--- config.mk ---
export PLATFORM = sky130hd
export DESIGN_NAME = cpwm_deadband
export DESIGN_NICKNAME = d
export VERILOG_FILES = /design/src/rtl/cpwm_pkg.sv /design/src/rtl/cpwm_timebase.sv /design/src/rtl/cpwm_action.sv /design/src/rtl/cpwm_edge_dly.sv /design/src/rtl/cpwm_deadband.sv
export SDC_FILE = /design/constraint.sdc
export NUM_CORES = 1
export LEC_CHECK = 0
export BUFFER_PORTS_ARGS = -buffer_cell sky130_fd_sc_hd__buf_2
export CAP_MARGIN = 25
export CORE_MARGIN = 4
export CORE_UTILIZATION = 55
export CTS_CLUSTER_SIZE = 25
export DETAILED_ROUTE_END_ITERATION = 12
export GPL_TIMING_DRIVEN = 0
export PLACE_DENSITY = 0.74
export RECOVER_POWER = 25
export SYNTH_ARGS = -nofsm -noshare
export SYNTH_HDL_FRONTEND = slang
export SYNTH_SLANG_ARGS = --single-unit
--- constraint.sdc ---
create_clock -name clk -period 3.6 [get_ports clk]
set_clock_uncertainty 0.1 [all_clocks]
set_input_delay 0.72 -clock clk [delete_from_list [all_inputs] [get_ports clk]]
set_output_delay 0.72 -clock clk [all_outputs]
set_load 0.05 [all_outputs]
--- src/rtl/cpwm_pkg.sv ---
package cpwm_pkg;
    typedef enum logic [0:0] {TB_UP, TB_DOWN} tb_state_e;
    typedef enum logic [1:0] {DL_IDLE, DL_WAIT, DL_PASS} dl_state_e;
endpackage

--- src/rtl/cpwm_timebase.sv ---
module cpwm_timebase
    import cpwm_pkg::*;
#(
    parameter int CW = 16
) (
    input  logic          clk,
    input  logic          rst_n,
    input  logic [CW-1:0] period,
    output logic [CW-1:0] cnt,
    output logic          counting_up,
    output logic          at_zero,
    output logic          at_peak
);
    tb_state_e     st, st_n;
    logic [CW-1:0] cnt_n;

    // state register
    always_ff @(posedge clk or negedge rst_n) begin
        if (!rst_n) begin
            st  <= TB_DOWN;
            cnt <= '0;
        end else begin
            st  <= st_n;
            cnt <= cnt_n;
        end
    end

    // transitions
    always_comb begin
        st_n  = st;
        cnt_n = cnt;
        unique case (st)
            TB_UP: begin
                if (cnt >= period) begin
                    st_n  = TB_DOWN;
                    cnt_n = (cnt == '0) ? '0 : cnt - CW'(1);
                end else begin
                    cnt_n = cnt + CW'(1);
                end
            end
            TB_DOWN: begin
                if (cnt == '0) begin
                    if (period != '0) begin
                        st_n  = TB_UP;
                        cnt_n = CW'(1);
                    end
                end else begin
                    cnt_n = cnt - CW'(1);
                end
            end
            default: begin
                st_n  = TB_DOWN;
                cnt_n = '0;
            end
        endcase
    end

    // outputs
    always_comb begin
        counting_up = (st == TB_UP);
        at_zero     = (cnt == '0);
        at_peak     = (cnt == period);
    end
endmodule

--- src/rtl/cpwm_action.sv ---
module cpwm_action #(
    parameter int CW = 16
) (
    input  logic          clk,
    input  logic          rst_n,
    input  logic [CW-1:0] cnt,
    input  logic          counting_up,
    input  logic          at_zero,
    input  logic          at_peak,
    input  logic [CW-1:0] period,
    input  logic [CW-1:0] cmp_wr,
    output logic          a_raw
);
    logic [CW-1:0] cmp_act;
    logic          cmp_ok;
    logic          hit;

    assign cmp_ok = (cmp_act != '0) && (cmp_act < period);
    assign hit    = (cnt == cmp_act);

    always_ff @(posedge clk or negedge rst_n) begin
        if (!rst_n) begin
            cmp_act <= '0;
        end else if (at_zero || at_peak) begin
            cmp_act <= cmp_wr;
        end
    end

    always_ff @(posedge clk or negedge rst_n) begin
        if (!rst_n) begin
            a_raw <= 1'b0;
        end else if (!cmp_ok) begin
            a_raw <= 1'b0;
        end else if (hit && counting_up) begin
            a_raw <= 1'b1;
        end else if (hit && !counting_up) begin
            a_raw <= 1'b0;
        end
    end
endmodule

--- src/rtl/cpwm_edge_dly.sv ---
module cpwm_edge_dly
    import cpwm_pkg::*;
#(
    parameter int DW = 8
) (
    input  logic          clk,
    input  logic          rst_n,
    input  logic          sig,
    input  logic [DW-1:0] dly,
    input  logic          half_en,
    output logic          q
);
    dl_state_e     st, st_n;
    logic [DW-1:0] tmr, tmr_n;
    logic [DW-1:0] whole;
    logic          half_bit;
    logic          qc;
    logic          qn;

    assign whole    = half_en ? (dly >> 1) : dly;
    assign half_bit = half_en & dly[0];

    // state register
    always_ff @(posedge clk or negedge rst_n) begin
        if (!rst_n) begin
            st  <= DL_IDLE;
            tmr <= '0;
        end else begin
            st  <= st_n;
            tmr <= tmr_n;
        end
    end

    // transitions
    always_comb begin
        st_n  = st;
        tmr_n = tmr;
        unique case (st)
            DL_IDLE: begin
                if (sig) begin
                    if (whole <= DW'(1)) begin
                        st_n = DL_PASS;
                    end else begin
                        st_n  = DL_WAIT;
                        tmr_n = whole - DW'(2);
                    end
                end
            end
            DL_WAIT: begin
                if (!sig)             st_n = DL_IDLE;
                else if (tmr == '0)   st_n = DL_PASS;
                else                  tmr_n = tmr - DW'(1);
            end
            DL_PASS: begin
                if (!sig) st_n = DL_IDLE;
            end
            default: st_n = DL_IDLE;
        endcase
    end

    // outputs: whole-clock part, then optional half-clock retime of the rise
    assign qc = sig && ((whole == '0) || (st == DL_PASS));

    always_ff @(negedge clk or negedge rst_n) begin
        if (!rst_n) qn <= 1'b0;
        else        qn <= qc;
    end

    assign q = half_bit ? (qc & qn) : qc;
endmodule

--- src/rtl/cpwm_deadband.sv ---
module cpwm_deadband #(
    parameter int CW = 16,
    parameter int DW = 8
) (
    input  logic          clk,
    input  logic          rst_n,
    input  logic [CW-1:0] period,
    input  logic [CW-1:0] cmp_wr,
    input  logic [DW-1:0] red,
    input  logic [DW-1:0] fed,
    input  logic          half_en,
    input  logic          pol_low,
    output logic          pwm_a,
    output logic          pwm_b,
    output logic          at_zero,
    output logic          at_peak
);
    localparam int NPATH = 2;

    logic [CW-1:0]    cnt;
    logic             counting_up;
    logic             a_raw;
    logic [NPATH-1:0] path_sig;
    logic [NPATH-1:0] path_q;
    logic [DW-1:0]    path_dly [NPATH];

    cpwm_timebase #(.CW(CW)) u_tb (
        .clk         (clk),
        .rst_n       (rst_n),
        .period      (period),
        .cnt         (cnt),
        .counting_up (counting_up),
        .at_zero     (at_zero),
        .at_peak     (at_peak)
    );

    cpwm_action #(.CW(CW)) u_act (
        .clk         (clk),
        .rst_n       (rst_n),
        .cnt         (cnt),
        .counting_up (counting_up),
        .at_zero     (at_zero),
        .at_peak     (at_peak),
        .period      (period),
        .cmp_wr      (cmp_wr),
        .a_raw       (a_raw)
    );

    // path 0 delays the drive's rise; path 1 delays the rise of its inverse,
    // which is the inverse of the drive with its fall delayed
    assign path_sig    = {~a_raw, a_raw};
    assign path_dly[0] = red;
    assign path_dly[1] = fed;

    for (genvar g = 0; g < NPATH; g++) begin : g_path
        cpwm_edge_dly #(.DW(DW)) u_dly (
            .clk     (clk),
            .rst_n   (rst_n),
            .sig     (path_sig[g]),
            .dly     (path_dly[g]),
            .half_en (half_en),
            .q       (path_q[g])
        );
    end

    assign pwm_a = path_q[0] ^ pol_low;
    assign pwm_b = path_q[1] ^ pol_low;
endmodule

### Word level (Yosys, flattened, before mapping)

Cells that the tools add are included.

| word-level totals | value |
|---|---|
| register bits after elaboration | 56 |
| latch bits | 0 |
| RAM bits | 0 |
| ROM bits | 0 |
| input bits | 52 |
| output and inout port bits | 4 |
| word-level logic and storage cells | 109 |
| memories | 0 |

| cells by class | value |
|---|---|
| $add $sub $neg | 6 |
| multiply operators | 0 |
| div/mod/pow operators | 0 |
| $lt $le $gt $ge | 4 |
| eq/ne operators | 20 |
| shift-type cells | 0 |
| mux-type cells | 38 |
| bitwise gates (word level) | 8 |
| reductions and logical operators | 23 |

Operators with widths:

| kind | count |
|---|---|
| $mux 8 | 10 |
| $mux 16 | 4 |
| $eq 16x16->1 | 2 |
| $logic_not 8->1 | 4 |
| $pmux 16 s2 | 1 |
| $pmux 8 s2 | 2 |
| $reduce_bool 16->1 | 2 |
| $mux 2 | 10 |
| $ne 2x2->1 const B | 10 |
| $add 16x1->16 const B | 1 |
| $ge 16x16->1 | 1 |
| $le 8x1->1 const B | 2 |
| $logic_not 16->1 | 1 |
| $lt 16x16->1 | 1 |
| $sub 16x1->16 const B | 1 |
| $sub 8x1->8 const B | 2 |
| $sub 8x2->8 const B | 2 |
| $pmux 2 s3 | 2 |
| $reduce_and 5->1 | 2 |
| $mux 1 | 8 |
| $ne 3x2->1 const B | 2 |
| $ne 3x3->1 const B | 2 |
| $reduce_and 3->1 | 2 |
| $logic_and 1x1->1 | 5 |
| 9 further kinds | 20 |

### Logic depth before layout (Yosys ltp)

| depth | value |
|---|---|
| word-level depth | 7 |
| mapped depth | 11 |
| gate-level depth less buffers | 9 |

### By module

Synthesis repeated with hierarchy kept, for this count alone.

| second synthesis, totals | value |
|---|---|
| cells, all modules | 568 |
| area total of the unflattened synthesis | 4807.1 µm² |

By module, submodules not included:

| module | times used | cells an instance | area each (µm²) | sequential area each (µm²) |
|---|---|---|---|---|
| cpwm_timebase | 1 | 227 | 1726.7 | 426.7 |
| cpwm_action | 1 | 117 | 1233.7 | 425.4 |
| cpwm_edge_dly at g_path[1].u_dly | 1 | 110 | 924.6 | 275.3 |
| cpwm_edge_dly at g_path[0].u_dly | 1 | 111 | 900.9 | 275.3 |
| cpwm_deadband | 1 | 3 | 21.3 | 0.0 |

==> flow_summary_export.csv <==
group,metric,value,unit
finish,syn2layout_area_growth,13.9,%
logic_synthesis,ys_seq_area_share,29.6,%
routing,remaining_drc_errors,0,
setup_path,r2r-start,"u_tb.cnt[0]",
logic_synthesis,syn_area,0.00474,mm^2
timing,worst_pin_slew,1360,ps
grt,grt_pass1_wl,20700,um
setup_path,crit_arrival,2930,ps
finish,instances_no_fill,704,
grt,grt_max_degree,36,
clock_network,clkTransAtPathRegs,100,ps
power_and_ir_drop,ir_drop,354,uV
finish,nets,690,
routing,dr_total_vias,4408,
finish,final_cell_mix,"53 x dfrtp_1, 51 x buf_2, 42 x a21oi_1, 40 x ha_1, 36 x nand2_1",
clock_network,clock_latency,320,ps
setup_path,cp-end-kind,"output pin",
logic_synthesis,synth-main-ff-cell,"dfrtp_1",
clock_network,cts.path.max_buffers,2,
floorplanning,pin_count,56,
logic_synthesis,synth_largest_area_cell,"dfrtp_1",
setup_path,cp.required,2780,ps
setup_path,crit_slowest_cell,"dfrtn_1",
routing,finalWirelength,12500,um
power_and_ir_drop,combPwrFrac,49.3,%
power_and_ir_drop,netSwitchingFraction,43.4,%
routing,via_per_inst,6.26,
floorplanning,dieArea,0.0102,mm^2
clock_network,cts.sinks,56,
floorplanning,fp.dieH,101,um
setup_path,cp_slowest_stage_delay,340,ps
logic_synthesis,synth_top_cell_area_share,28.0,%
clock_network,cts_inserted_buffers,5,
hold_path,hold_class,"register to register",
setup_path,timing.critical_path.to,"pwm_a",
grt,antenna_found_initial,0,
clock_network,cts-root-buf,"clkbuf_8",
setup_path,rr_worst_depth,9,
placed_design,io_buffers,54,
grt,grt_use_total,25.0,%
floorplanning,die_x,101,um
setup_path,setup.worst_path.start,"g_path[0].u_dly.qn",
logic_synthesis,synth_nets,623,
timing,relSlewSlack,9.29,%
placed_design,dp.cells,691,
setup_path,ff2ff_setup_slack,250,ps
logic_synthesis,synth_cells,531,
clock_network,cts_tree,"yes",
floorplanning,rows,33,
logic_synthesis,yosys_warnings,0,
routing,ant_nets,0,
clock_network,htree_levels,2,
setup_path,crit_type,"register to output pin",
routing,drt-wirelength-per-cell,17.8,um
placed_design,routabilityCongestion,0.920,
placed_design,dp_hpwl,9760,um
status,violations,"negative setup slack",
routing,firstDrtPassIters,5,
logic_synthesis,ys_top_cells_by_area,"dfrtp_1 28%, ha_1 11%, a21oi_1 4.5%",
power_and_ir_drop,p_int,1.56,mW
finish,drive_gt1_share,21.9,%
timing,worst_slack,-146,ps
timing,hold_violations,0,
logic_synthesis,synthArstFlopShare,100,%
routing,initialDrtViolationCount,278,
power_and_ir_drop,p_leak,2.45,nW
logic_synthesis,ys_ff_latch,56,
grt,overflow,0,
timing,slew_viol_final,0,
logic_synthesis,synth_cell_type_count,74,
setup_path,critPathLaunchType,"register",
timing,setup_viol,2,
run,maxCapViolCount,0,
logic_synthesis,synth_enable_flop_cells,0,
placed_design,place_area,0.00519,mm^2
power_and_ir_drop,power.switching,1.20,mW
setup_path,timing.rr.end,"u_tb.cnt[3]",
floorplanning,core_area,0.00830,mm^2
setup_path,path_cells,"o21ai_2 -> xnor2_2 -> buf_6",
power_and_ir_drop,seqPwrFrac,35.4,%
finish,mostFrequentLayoutCell,"dfrtp_1",
timing,rsz0062_at_grt,"true",
logic_synthesis,avgSynthCellArea,8.93,um^2
finish,stdcell_area,0.00540,mm^2
power_and_ir_drop,power_density,510,mW/mm^2
finish,n_antenna_cell,0,
setup_path,crit_fanout,1,
power_and_ir_drop,pwr-share-clk,15.3,%
grt,first_global_vias,4472,
floorplanning,start_util,57.1,%
status,run_status,"finished with violations",
power groups by stage:
stage	Clock, mW	Combinational, mW	Sequential [mW]
2_1_floorplan	0	1.03	0.916
3_3_place_gp	0	1.28	0.974
3_5_place_dp	0	1.34	0.976
4_1_cts	0.432	1.36	0.966
5_1_grt	0.459	1.52	0.995
6_report	0.421	1.36	0.975
per-stage QoR:
stage	power (mW)	utilization [%]	hold slack [ps]	TNS, ps	worst slack [ps]
finish	2.76	65.0	411	-282	-146
global route	2.97	65.0	456	-377	-188
CTS	2.76	64.9	294	-362	-152
detailed placement	2.31	62.6	392	-768	-448
global placement	2.25	62.3	380	-919	-459
floorplan	1.95	-	324	-268	-235
critical path, delay by kind of cell (launching register included):
| kind | cells | cell delay [ps] |
|---|---|---|
| buf+inv | 1 | 180 |
| flops | 1 | 340 |
| compound gates | 1 | 160 |
| xor+xnor | 1 | 130 |
synth_stat cells, types with 3 or more instances:
| cell type | n |
|---|---|
| a32o_1 | 3 |
| o21ai_1 | 5 |
| o21ai_0 | 24 |
| o31ai_1 | 3 |
| mux2i_1 | 8 |
| nor2b_1 | 7 |
| nor4_1 | 12 |
| a21oi_1 | 43 |
| nor2_1 | 29 |
| inv_1 | 31 |
| nand2_1 | 36 |
| nor3_1 | 19 |
| buf_1 | 3 |
| a22oi_1 | 4 |
| xnor2_1 | 21 |
| mux2_2 | 10 |
| dfrtp_1 | 53 |
| a21o_1 | 5 |
| o211ai_1 | 5 |
| nand4_1 | 15 |
| mux2_4 | 10 |
| clkbuf_1 | 14 |
| a31oi_1 | 10 |
| or2_2 | 4 |
| nand3_1 | 18 |
| ha_1 | 40 |
| nand2b_1 | 13 |
| a211oi_1 | 5 |
| a221oi_2 | 6 |
| and3_1 | 4 |
| or3_1 | 8 |
| a32oi_1 | 3 |
| buf_6 | 5 |
| or4_1 | 3 |
cells by family (layout without fill, tap and decap cells):
family                   count (synthesis)  after routing  synth area share (%)
AO/OA/AOI/OAI                          145            145                  22.0
XOR/XNOR                                23             23                  4.25
adder cells (fa/ha/maj)                 40             40                  10.6
buffers and inverters                   58            126                  5.60
flip-flops                              56             56                  29.6
multiplexers                            29             29                  7.47
AND/OR/NAND/NOR                        180            180                  20.6
metal layers:
layer	global-route usage (%)	part of all wire (%)
met5	0	0
met4	7.98	2.2
met3	3.39	5.3
met2	43.9	50
met1	31.6	42
final cells by class:
cell class | count | area [um^2]
plain buffers | 25 | 143
clock buffers | 5 | 68.8
clock inverters | 3 | 42.5
fillers | 732 | 2900
inverters | 32 | 120
multi-input cells | 417 | 3130
flip-flops and latches | 56 | 1400
well taps | 105 | 131
repair buffers | 61 | 363
what timing repair did:
action / CTS / global route
buffers inserted: 4 / 2
cloned: 0 / 0
endpoints found under the setup margin: 3 / 5
gates resized for setup: 14 / 1
hold buffers: 0 / 0
pin swaps: 6 / 2
sequential cells by signal, summed over array words and instances, names as in the netlist:
register / cells
g_path.u_dly.tmr: 16
g_path.u_dly.st: 4
g_path.u_dly.qn: 2
u_act.cmp_act: 16
u_tb.st: 1
u_act.a_raw: 1
u_tb.cnt: 16
worst min path at each step:
stage,from,to,slack (ps),cells past startpoint
global placement,g_path[1].u_dly.tmr[6],g_path[1].u_dly.tmr[6],380,2
finish,g_path[1].u_dly.tmr[6],g_path[1].u_dly.tmr[6],410,2
floorplan,rst_n,g_path[0].u_dly.st[0],320,0
detailed placement,g_path[1].u_dly.tmr[6],g_path[1].u_dly.tmr[6],390,2
CTS,rst_n,g_path[0].u_dly.tmr[6],290,1
global route,g_path[1].u_dly.tmr[6],g_path[1].u_dly.tmr[6],460,2
Note: power is estimated with default switching activity, not from simulation.
